$ cat src/rtl/bm_pkg.sv
package bm_pkg;
   typedef enum logic [2:0] {
      ST_IDLE,
      ST_REQ,
      ST_ADS,
      ST_DATA,
      ST_FIN
   } bm_state_e;
endpackage

$ cat src/rtl/bm_len_table.sv
// Maps a burst length code to (burst words - 1), used as an alignment mask.
module bm_len_table #(
   parameter int SEL_W    = 2,
   parameter int MIN_LOG  = 2,
   parameter int STEP_LOG = 2,
   parameter int LEN_W    = 9
) (
   input  logic [SEL_W-1:0] sel,
   output logic [LEN_W-1:0] mask
);
   localparam int NUM_SEL = 1 << SEL_W;

   logic [LEN_W-1:0] tbl [NUM_SEL];

   for (genvar g = 0; g < NUM_SEL; g++) begin : len_g
      assign tbl[g] = LEN_W'((1 << (MIN_LOG + g * STEP_LOG)) - 1);
   end

   assign mask = tbl[sel];
endmodule

$ cat src/rtl/bm_addr_gen.sv
// Word address, remaining count and per-burst phase counter.
module bm_addr_gen #(
   parameter int ADDR_W = 32,
   parameter int CNT_W  = 16,
   parameter int LEN_W  = 9
) (
   input  logic              clk,
   input  logic              rst_n,
   input  logic              load,
   input  logic [ADDR_W-1:0] load_addr,
   input  logic [CNT_W-1:0]  load_cnt,
   input  logic              open,
   input  logic              advance,
   input  logic [LEN_W-1:0]  len_mask,
   output logic [ADDR_W-1:0] addr,
   output logic [CNT_W-1:0]  word_idx,
   output logic              last_word,
   output logic              last_in_burst,
   output logic              at_block_end
);
   logic [ADDR_W-1:0] addr_q;
   logic [CNT_W-1:0]  left_q;
   logic [CNT_W-1:0]  idx_q;
   logic [LEN_W-1:0]  burst_q;
   logic [LEN_W-1:0]  offset;
   logic [LEN_W-1:0]  to_bound;
   logic [LEN_W-1:0]  burst_words;

   // position of the current word inside its aligned block
   assign offset      = addr_q[2 +: LEN_W] & len_mask;
   assign to_bound    = len_mask - offset + LEN_W'(1);
   assign burst_words = (left_q < CNT_W'(to_bound)) ? left_q[LEN_W-1:0] : to_bound;

   always_ff @(posedge clk or negedge rst_n) begin
      if (!rst_n) begin
         addr_q  <= '0;
         left_q  <= '0;
         idx_q   <= '0;
         burst_q <= '0;
      end else begin
         if (load) begin
            addr_q <= {load_addr[ADDR_W-1:2], 2'b00};
            left_q <= load_cnt;
            idx_q  <= '0;
         end else if (advance) begin
            addr_q <= addr_q + ADDR_W'(4);
            left_q <= left_q - CNT_W'(1);
            idx_q  <= idx_q + CNT_W'(1);
         end
         if (open) begin
            burst_q <= burst_words;
         end else if (advance) begin
            burst_q <= burst_q - LEN_W'(1);
         end
      end
   end

   assign addr          = addr_q;
   assign word_idx      = idx_q;
   assign last_word     = (left_q == CNT_W'(1));
   assign last_in_burst = (burst_q == LEN_W'(1));
   assign at_block_end  = (offset == len_mask);


   burst_nonzero_chk: assert property (@(posedge clk) disable iff (!rst_n)
      open |-> (burst_words != '0))
      else $error("burst opened with no words");
endmodule

$ cat src/rtl/bm_fsm.sv
// Bus ownership and phase sequencing.
module bm_fsm
   import bm_pkg::*;
(
   input  logic clk,
   input  logic rst_n,
   input  logic start,
   input  logic cnt_nz,
   input  logic hlda,
   input  logic ready_n,
   input  logic bterm_n,
   input  logic last_word,
   input  logic last_in_burst,
   output logic hold,
   output logic ads_n,
   output logic data_phase,
   output logic load,
   output logic open,
   output logic advance,
   output logic done
);
   bm_state_e state_q, state_d;

   always_comb begin
      state_d = state_q;
      case (state_q)
         ST_IDLE: if (start && cnt_nz) state_d = ST_REQ;
         ST_REQ:  if (hlda) state_d = ST_ADS;
         ST_ADS:  state_d = ST_DATA;
         ST_DATA: begin
            if (!ready_n) begin
               if (last_word) begin
                  state_d = ST_FIN;
               end else if (last_in_burst || !bterm_n) begin
                  state_d = ST_ADS;
               end
            end
         end
         ST_FIN:  state_d = ST_IDLE;
         default: state_d = ST_IDLE;
      endcase
   end

   always_ff @(posedge clk or negedge rst_n) begin
      if (!rst_n) state_q <= ST_IDLE;
      else        state_q <= state_d;
   end

   assign hold       = (state_q == ST_REQ) || (state_q == ST_ADS) || (state_q == ST_DATA);
   assign ads_n      = (state_q != ST_ADS);
   assign data_phase = (state_q == ST_DATA);
   assign load       = (state_q == ST_IDLE) && start && cnt_nz;
   assign open       = (state_q == ST_ADS);
   assign advance    = data_phase && !ready_n;
   assign done       = (state_q == ST_FIN);


   ads_needs_grant_chk: assert property (@(posedge clk) disable iff (!rst_n)
      !ads_n |-> (hlda && hold))
      else $error("address strobe without grant");


   done_pulse_chk: assert property (@(posedge clk) disable iff (!rst_n)
      done |=> (!done && !hold))
      else $error("done longer than one cycle");
endmodule

$ cat src/rtl/bm_rd_path.sv
// Read return path; RD_REG selects a registered or a direct variant.
module bm_rd_path #(
   parameter int DATA_W = 32,
   parameter int CNT_W  = 16,
   parameter bit RD_REG = 1'b1
) (
   input  logic              clk,
   input  logic              rst_n,
   input  logic              capture,
   input  logic [DATA_W-1:0] din,
   input  logic [CNT_W-1:0]  idx,
   output logic [DATA_W-1:0] rdata,
   output logic              valid,
   output logic [CNT_W-1:0]  ridx
);
   if (RD_REG) begin : reg_g
      always_ff @(posedge clk or negedge rst_n) begin
         if (!rst_n) begin
            rdata <= '0;
            valid <= 1'b0;
            ridx  <= '0;
         end else begin
            valid <= capture;
            if (capture) begin
               rdata <= din;
               ridx  <= idx;
            end
         end
      end
   end else begin : comb_g
      logic unused_clk;
      assign unused_clk = clk ^ rst_n;
      assign rdata = din;
      assign valid = capture;
      assign ridx  = idx;
   end
endmodule

$ cat src/rtl/burst_master.sv
module burst_master #(
   parameter int ADDR_W   = 32,
   parameter int DATA_W   = 32,
   parameter int CNT_W    = 16,
   parameter int SEL_W    = 2,
   parameter int MIN_LOG  = 2,
   parameter int STEP_LOG = 2,
   parameter bit RD_REG   = 1'b1
) (
   input  logic              clk,
   input  logic              rst_n,
   input  logic              start,
   input  logic [ADDR_W-1:0] start_addr,
   input  logic [CNT_W-1:0]  word_count,
   input  logic [SEL_W-1:0]  burst_len_sel,
   input  logic              write,
   output logic              hold,
   input  logic              hlda,
   output logic              ads_n,
   output logic [ADDR_W-1:0] addr,
   output logic              blast_n,
   input  logic              ready_n,
   input  logic              bterm_n,
   output logic              wr_n,
   input  logic [DATA_W-1:0] bus_din,
   output logic [DATA_W-1:0] bus_dout,
   input  logic [DATA_W-1:0] wdata,
   output logic [CNT_W-1:0]  word_idx,
   output logic [DATA_W-1:0] rdata,
   output logic              rdata_valid,
   output logic [CNT_W-1:0]  rdata_idx,
   output logic              done
);
   localparam int NUM_SEL = 1 << SEL_W;
   localparam int MAX_LOG = MIN_LOG + (NUM_SEL - 1) * STEP_LOG;
   localparam int LEN_W   = MAX_LOG + 1;

   if (ADDR_W < LEN_W + 2) begin : bad_addr_g
      $error("burst_master: ADDR_W too narrow for the largest burst");
   end
   if (CNT_W < LEN_W) begin : bad_cnt_g
      $error("burst_master: CNT_W narrower than a burst length");
   end
   if (DATA_W != 32) begin : bad_data_g
      $error("burst_master: only full 32-bit words are supported");
   end

   logic              unused_lsb;
   logic [SEL_W-1:0]  sel_q;
   logic              write_q;
   logic [LEN_W-1:0]  len_mask;
   logic              load, open, advance, data_phase;
   logic              last_word, last_in_burst, at_block_end;

   assign unused_lsb = ^start_addr[1:0];

   always_ff @(posedge clk or negedge rst_n) begin
      if (!rst_n) begin
         sel_q   <= '0;
         write_q <= 1'b0;
      end else if (load) begin
         sel_q   <= burst_len_sel;
         write_q <= write;
      end
   end

   bm_len_table #(
      .SEL_W   (SEL_W),
      .MIN_LOG (MIN_LOG),
      .STEP_LOG(STEP_LOG),
      .LEN_W   (LEN_W)
   ) u_len (
      .sel (sel_q),
      .mask(len_mask)
   );

   bm_addr_gen #(
      .ADDR_W(ADDR_W),
      .CNT_W (CNT_W),
      .LEN_W (LEN_W)
   ) u_agen (
      .clk          (clk),
      .rst_n        (rst_n),
      .load         (load),
      .load_addr    (start_addr),
      .load_cnt     (word_count),
      .open         (open),
      .advance      (advance),
      .len_mask     (len_mask),
      .addr         (addr),
      .word_idx     (word_idx),
      .last_word    (last_word),
      .last_in_burst(last_in_burst),
      .at_block_end (at_block_end)
   );

   bm_fsm u_fsm (
      .clk          (clk),
      .rst_n        (rst_n),
      .start        (start),
      .cnt_nz       (word_count != '0),
      .hlda         (hlda),
      .ready_n      (ready_n),
      .bterm_n      (bterm_n),
      .last_word    (last_word),
      .last_in_burst(last_in_burst),
      .hold         (hold),
      .ads_n        (ads_n),
      .data_phase   (data_phase),
      .load         (load),
      .open         (open),
      .advance      (advance),
      .done         (done)
   );

   bm_rd_path #(
      .DATA_W(DATA_W),
      .CNT_W (CNT_W),
      .RD_REG(RD_REG)
   ) u_rd (
      .clk    (clk),
      .rst_n  (rst_n),
      .capture(advance && !write_q),
      .din    (bus_din),
      .idx    (word_idx),
      .rdata  (rdata),
      .valid  (rdata_valid),
      .ridx   (rdata_idx)
   );

   assign blast_n  = !(data_phase && last_in_burst);
   assign wr_n     = !(write_q && (!ads_n || data_phase));
   assign bus_dout = wdata;


   no_cross_chk: assert property (@(posedge clk) disable iff (!rst_n)
      (data_phase && at_block_end) |-> !blast_n)
      else $error("burst continues past aligned block");


   wait_stable_chk: assert property (@(posedge clk) disable iff (!rst_n)
      (data_phase && ready_n) |=> ($stable(addr) && $stable(blast_n)))
      else $error("address or last strobe moved during wait");


   bterm_restart_chk: assert property (@(posedge clk) disable iff (!rst_n)
      (data_phase && !ready_n && !bterm_n && !last_word) |=> !ads_n)
      else $error("no restart after slave termination");


   ads_single_chk: assert property (@(posedge clk) disable iff (!rst_n)
      !ads_n |=> ads_n)
      else $error("address strobe longer than one cycle");
endmodule

$ cat config.mk
export PLATFORM = sky130hd
export DESIGN_NAME = burst_master
export DESIGN_NICKNAME = d
export VERILOG_FILES = /design/src/rtl/bm_pkg.sv /design/src/rtl/bm_len_table.sv /design/src/rtl/bm_addr_gen.sv /design/src/rtl/bm_fsm.sv /design/src/rtl/bm_rd_path.sv /design/src/rtl/burst_master.sv
export SDC_FILE = /design/constraint.sdc
export NUM_CORES = 1
export LEC_CHECK = 0
export BUFFER_PORTS_ARGS = -buffer_cell sky130_fd_sc_hd__clkbuf_2
export CAP_MARGIN = 20
export CORE_MARGIN = 5
export CORE_UTILIZATION = 38
export CTS_CLUSTER_DIAMETER = 120
export DETAILED_ROUTE_END_ITERATION = 12
export PLACE_DENSITY_LB_ADDON = 0.08
export SLEW_MARGIN = 40
export SYNTH_ARGS = -nofsm -noshare
export SYNTH_HDL_FRONTEND = slang
export SYNTH_HIERARCHICAL = 1
export SYNTH_SLANG_ARGS = --single-unit
$ cat constraint.sdc
create_clock -name clk -period 3.5 [get_ports clk]
set_input_delay 0.525 -clock clk [delete_from_list [all_inputs] [get_ports clk]]
set_output_delay 0.525 -clock clk [all_outputs]
set_load 0.02 [all_outputs]
==> impl_metrics.csv, run 1 <==
group,metric,value,unit
floorplan,core_area,18000,um^2
timing,max_slew_margin,49.0,%
drt,drc,0,
drt,wl_per_cell,16.3,um
clocking,cts_root_buf,"clkbuf_16",
clocking,cts_made_buffers,17,
floorplan,fp.dieW,145,um
drt,drtPass1Iterations,5,
logic_synthesis,synth_area_per_cell,10.2,um^2
grt,grt_pass1_vias,5497,
finish,drive_above_1_share,37.4,%
logic_synthesis,yosys_warnings,6,
grt,grt_max_degree,84,
critical_path,path_cells,"or2_4, nand2b_4, buf_4, ha_4, a21o_1, a21oi_2, o21bai_1, a21oi_2, xor2_1, ha_1, nand2_1, nor2_2, a2111oi_4, a21oi_2, mux2_4, a21o_1",
timing,fin_skew,10.8,ps
placed_design,port_buffers,186,
critical_path,cpLargestDelayFamily,"compound AO/OA/AOI/OAI gates",
clocking,clkTransAtPathRegs,60,ps
timing,max_freq,291,MHz
floorplan,dieHeight,145,um
placed_design,gp_congestion,0.799,
critical_path,cp_slowest_stage_delay,380,ps
floorplan,initial_core_util,38.7,%
critical_path,startpoint_type,"register",
drt,drt-initial-drc-count,247,
drt,viasPerCell,4.89,
critical_path,cp_num_buf_inv,1,
critical_path,worstSetupPathType,"register to register",
pwr,peakVddDrop,375,uV
placed_design,dpl.hpwl,13100,um
clocking,clock_path_buffers,2,
clocking,htree_num_levels,4,
logic_synthesis,syn_inst,686,
timing,finalHoldViolCount,0,
timing,tightest_slew,765,ps
critical_path,crit_top_cell,"a21oi_2",
pwr,p_leak,4.12,nW
drt,final_antenna_net_count,0,
timing,fin_crit_sh,98.0,%
flow_run,cap_viol_max_count,0,
finish,fin_util,48.2,%
critical_path,critPathRequiredTime,3800,ps
grt,grt_pass1_wl,28700,um
clocking,numClockSinks,126,
grt,antenna_found_initial,1,
finish,nets,993,
critical_path,end_kind,"register",
timing,hold_ws,77.2,ps
finish,syn_to_final_growth,24.7,%
timing,setup_viol,0,
grt,gr-usage-all-layers,16.6,%
clocking,postCtsHoldBufs,0,
floorplan,ios,255,
floorplan,rows,49,
drt,vias,5350,
floorplan,die_area,21200,um^2
clocking,insertion_delay,420,ps
timing,slew_violations,0,
critical_path,cp_max_fo,4,
critical_path,slowest_stage,"dfrtp_1",
worst_hold_path,hp-class,"primary input to asynchronous set/reset pin",
drt,wl,17800,um
timing,fin_crit,3430,ps
finish,fillCellCount,1726,
critical_path,crit_arrival,3730,ps
logic_synthesis,synth_area,6970,um^2
grt,grt_overflow_total,0,
clocking,cts_tree,"done",
run_status,status,"complete, no violations",
pwr,p_per_area,796,nW/um^2
[flip-flops by register name, summed over array words and instances, names as in the netlist]
register / flops
sel_q: 2
u_agen/addr: 30
u_agen/burst_q: 9
u_agen/left_q: 16
u_agen/word_idx: 16
u_fsm/state_q: 3
u_rd/rdata: 32
u_rd/ridx: 16
u_rd/valid: 1
write_q: 1
[layout by cell type, fill, tap and decap left out, types with 4 or more instances in the layout]
cell type / instances
conb_1: 7
clkbuf_16: 17
o21ai_0: 46
mux2_2: 33
a311oi_1: 5
nand4_1: 16
clkinv_4: 4
buf_4: 18
xnor2_1: 29
nor2b_1: 5
mux2_4: 21
a21o_1: 4
a21oi_1: 9
nand2_1: 76
inv_1: 19
ha_1: 20
a21oi_2: 4
mux2i_1: 4
nand2b_1: 7
nor2_1: 52
nand3_1: 22
dfrtp_1: 126
inv_6: 4
xor2_1: 42
nor3_1: 14
nor4_1: 7
clkbuf_2: 185
and3_1: 6
[power breakdown]
part           total, mW  switching, mW  internal (mW)  leakage, nW
Combinational       2.72           1.49           1.24         2.25
Clock               1.84          0.709           1.14        0.302
Sequential          2.35          0.455           1.90         1.57
[path summary, 6_finish.rpt]
kind,slack [ps],cells past startpoint,end,from
setup / recovery,70,16,u_agen/burst_q[2],sel_q[1]
hold / removal,80,1,u_agen/addr[15],rst_n
setup reg to reg,70,16,u_agen/burst_q[2],sel_q[1]
hold reg to reg,510,1,u_rd/ridx[3],u_rd/ridx[3]
max in group asynchronous,2530,2,u_agen/left_q[5],rst_n
min in group clk,310,3,u_agen/addr[12],start_addr[12]
[through the flow]
| stage | instance area [um^2] | setup WS [ps] | power (mW) | cells | setup TNS, ps |
|---|---|---|---|---|---|
| 6_report | 8690 | 68.5 | 6.92 | 1093 | 0 |
| 5_1_grt | 8690 | -83.7 | 7.38 | 1092 | -445 |
| 4_1_cts | 8580 | 25.3 | 6.83 | 1087 | 0 |
| 3_5_place_dp | 7940 | -44.3 | 4.90 | 1054 | -204 |
| 3_3_place_gp | 7940 | 60.2 | 4.85 | 1054 | 0 |
| 2_1_floorplan | 6990 | 26.3 | 4.06 | 689 | 0 |
[final cells by class]
class | count | area (um^2) | share of cell area (%)
antenna | 2 | 5.00 | 0.0576
clock buffer | 18 | 429 | 4.94
clock inverter | 14 | 181 | 2.09
inverter | 20 | 75.1 | 0.864
multi-input combinational | 478 | 3450 | 39.7
sequential | 126 | 3150 | 36.3
tap | 229 | 287 | 3.30
timing repair buffer | 206 | 1110 | 12.8
[metal layers]
metal / global-route usage (%) / vias to the layer above / routed length (um)
met5: 0 / - / 0
met4: 6.48 / 0 / 376
met3: 4.92 / 37 / 1160
met2: 26.6 / 154 / 8500
met1: 21.1 / 2534 / 7800
li1: - / 2625 / -
[what timing repair did]
item                                    in CTS  in global routing
gates resized for setup                      2                 17
buffers inserted                             1                  4
endpoints found under the setup margin       6                  9
pin swaps                                    3                  7
(Power assumes the default switching activity.)
==> run 2: changes to the inputs <==
--- a/config.mk
+++ b/config.mk
@@ -5,11 +5,13 @@
 export SDC_FILE = /design/constraint.sdc
 export NUM_CORES = 1
 export LEC_CHECK = 0
+export ABC_AREA = 1
 export BUFFER_PORTS_ARGS = -buffer_cell sky130_fd_sc_hd__clkbuf_2
 export CAP_MARGIN = 20
 export CORE_MARGIN = 5
 export CORE_UTILIZATION = 38
 export CTS_CLUSTER_DIAMETER = 120
+export CTS_CLUSTER_SIZE = 16
 export DETAILED_ROUTE_END_ITERATION = 12
 export PLACE_DENSITY_LB_ADDON = 0.08
 export SLEW_MARGIN = 40
==> run 2 against run 1 <==
  * Clock power is 4% lower
  * Highest routed layer unchanged
  * Sequential share of layout area is 2.3 points lower
  * Largest power group unchanged
  * Sequential power is 10% higher
  * Combinational power is 61% higher
  * Count of clock-buffer cells in the layout is 1 lower
  * Synthesized cell count is 49% higher
  * Critical path depth is 3 higher
  * Area after synthesis is 11% higher
  * First-iteration DRC count is 56% higher
  * Die area is 10% higher
==> impl_metrics.csv, run 2 <==
group,metric,value,unit
pwr,p_seq_share,29.6,%
finish,final_common_cell,"nand2_1",
pwr,p_per_area,941,nW/um^2
grt,grt_overflow_total,0,
timing,hold_ws,116,ps
critical_path,slowest_stage,"dfrtp_1",
drt,wl,21500,um
grt,grt_pass1_vias,6850,
finish,drive_above_1_share,24.1,%
critical_path,worstSetupPathType,"register to register",
critical_path,r2r_end,"u_agen/burst_q[8]",
critical_path,cpLargestDelayFamily,"simple AND/OR/NAND/NOR gates",
drt,final_antenna_net_count,0,
finish,nets,1319,
grt,grt_max_degree,77,
pwr,fin_total_pwr,8.74,mW
logic_synthesis,syn_inst,1020,
finish,largest_reg_flops,32,
drt,wl_per_cell,14.8,um
timing,tightest_slew,687,ps
drt,vias,7032,
flow_run,cap_viol_max_count,0,
drt,viasPerCell,4.82,
clocking,post_cts_resized,0,
timing,slew_violations,0,
timing,fin_crit_sh,89.4,%
clocking,cts_made_buffers,17,
floorplan,initial_core_util,38.4,%
pwr,switching_power,4.19,mW
critical_path,r2r-start,"sel_q[1]",
placed_design,dpl.hpwl,16000,um
timing,finalSetupTns,0,ps
pwr,peakVddDrop,445,uV
logic_synthesis,synth_area,7720,um^2
worst_hold_path,hp-class,"primary input to asynchronous set/reset pin",
finish,final_cell_mix,"nand2_1, clkbuf_2, dfrtp_1",
timing,fin_skew,11.0,ps
grt,antenna_found_initial,0,
critical_path,cp_max_fo,10,
timing,fin_crit,3130,ps
finish,antenna_cells,0,
logic_synthesis,yosys_warnings,6,
clocking,clkTransAtPathRegs,70,ps
grt,gr-usage-all-layers,18.5,%
clocking,cts_root_buf,"clkbuf_16",
timing,fin_ws,372,ps
floorplan,fp.dieW,153,um
pwr,p_leak,4.88,nW
critical_path,cp_slowest_stage_delay,420,ps
clocking,cts_tree,"done",
critical_path,crit_arrival,3470,ps
critical_path,rrSetupSlack,370,ps
critical_path,crit_top_cell,"nand2_1",
floorplan,core_area,20100,um^2
placed_design,pre_cts_ws,381,ps
pwr,p_comb_share,50.1,%
finish,regMostFlops,"u_rd/rdata",
drt,drtPass1Iterations,4,
critical_path,path_cells,"inv_1, nand2_1, inv_1, nor2_1, inv_1, ha_1, a21oi_1, nand2_1, a21oi_1, xor2_1, ha_1, nand2_1, o21a_1, nand2_1, nand2_2, nand2_2, nand2_1, nand3_1, a21oi_1",
critical_path,ff2ff_path_depth,19,
grt,grt_pass1_wl,35600,um
timing,setup_viol,0,
floorplan,rows,52,
clocking,htree_num_levels,4,
clocking,insertion_delay,420,ps
critical_path,startpoint_type,"register",
finish,stdcell_area,9290,um^2
drt,drc,0,
floorplan,ios,255,
critical_path,critPathRequiredTime,3840,ps
timing,max_slew_margin,53.9,%
pwr,p_sw_share,47.9,%
finish,fillCellCount,2064,
clocking,numClockSinks,126,
placed_design,port_buffers,186,
clocking,cts_setup_buffers,0,
timing,grt_setup_unrepaired,"false",
floorplan,dieHeight,153,um
pwr,p_clk_share,20.3,%
placed_design,dpl_cell_area,8690,um^2
logic_synthesis,synth_area_per_cell,7.57,um^2
pwr,p_int,4.56,mW
clocking,clock_path_buffers,2,
critical_path,cp_num_buf_inv,3,
clocking,postCtsHoldBufs,0,
critical_path,end_kind,"register",
floorplan,die_area,23300,um^2
finish,syn_to_final_growth,20.4,%
drt,drt-initial-drc-count,386,
placed_design,gp_congestion,0.821,
run_status,status,"complete, no violations",
timing,max_freq,320,MHz
timing,finalHoldViolCount,0,
## run 2: worst max path at each step
| stage | start | end | slack [ps] | depth (start not counted) |
|---|---|---|---|---|
| after global placement | sel_q[1] | u_agen/burst_q[8] | 460 | 19 |
| final | sel_q[1] | u_agen/burst_q[8] | 370 | 19 |
| after global routing | sel_q[1] | u_agen/burst_q[8] | 40 | 19 |
| after CTS | u_agen/addr[2] | u_agen/burst_q[8] | 360 | 16 |
| after floorplan | u_agen/addr[2] | u_agen/burst_q[2] | 670 | 18 |
| after detailed placement | u_agen/addr[2] | u_agen/burst_q[8] | 380 | 16 |
## run 2: final cells by class
type	count	area (um^2)	area share, %
flip-flops and latches	126	3150	33.9
well taps	270	338	3.64
inverters	103	392	4.22
multi-input cells	727	3760	40.4
clock inverters	15	168	1.80
clock buffers	17	425	4.58
repair buffers	200	1060	11.4
## run 2: power groups by stage
stage               logic, mW  clock network, mW  registers, mW
finish                   4.38               1.77           2.59
global route             4.96               1.90           2.69
CTS                      4.42               1.83           2.60
detailed placement       4.40                  0           2.62
global placement         4.38                  0           2.61
floorplan                2.75                  0           2.98
## run 2: through the flow
step	util, %	instances
global route	46.2	1458
detailed placement	43.2	1426
floorplan	-	1023
finish	46.2	1458
CTS	46.2	1458
global placement	43.2	1426
## run 2: metal layers
layer  GRT usage (%)  up-vias  routed length, um
met2            28.8      200               9500
met1            26.5     3234              10600
met4            4.71        0                269
met5               0        -                  0
met3            4.06       27               1130
li1                -     3571                  -
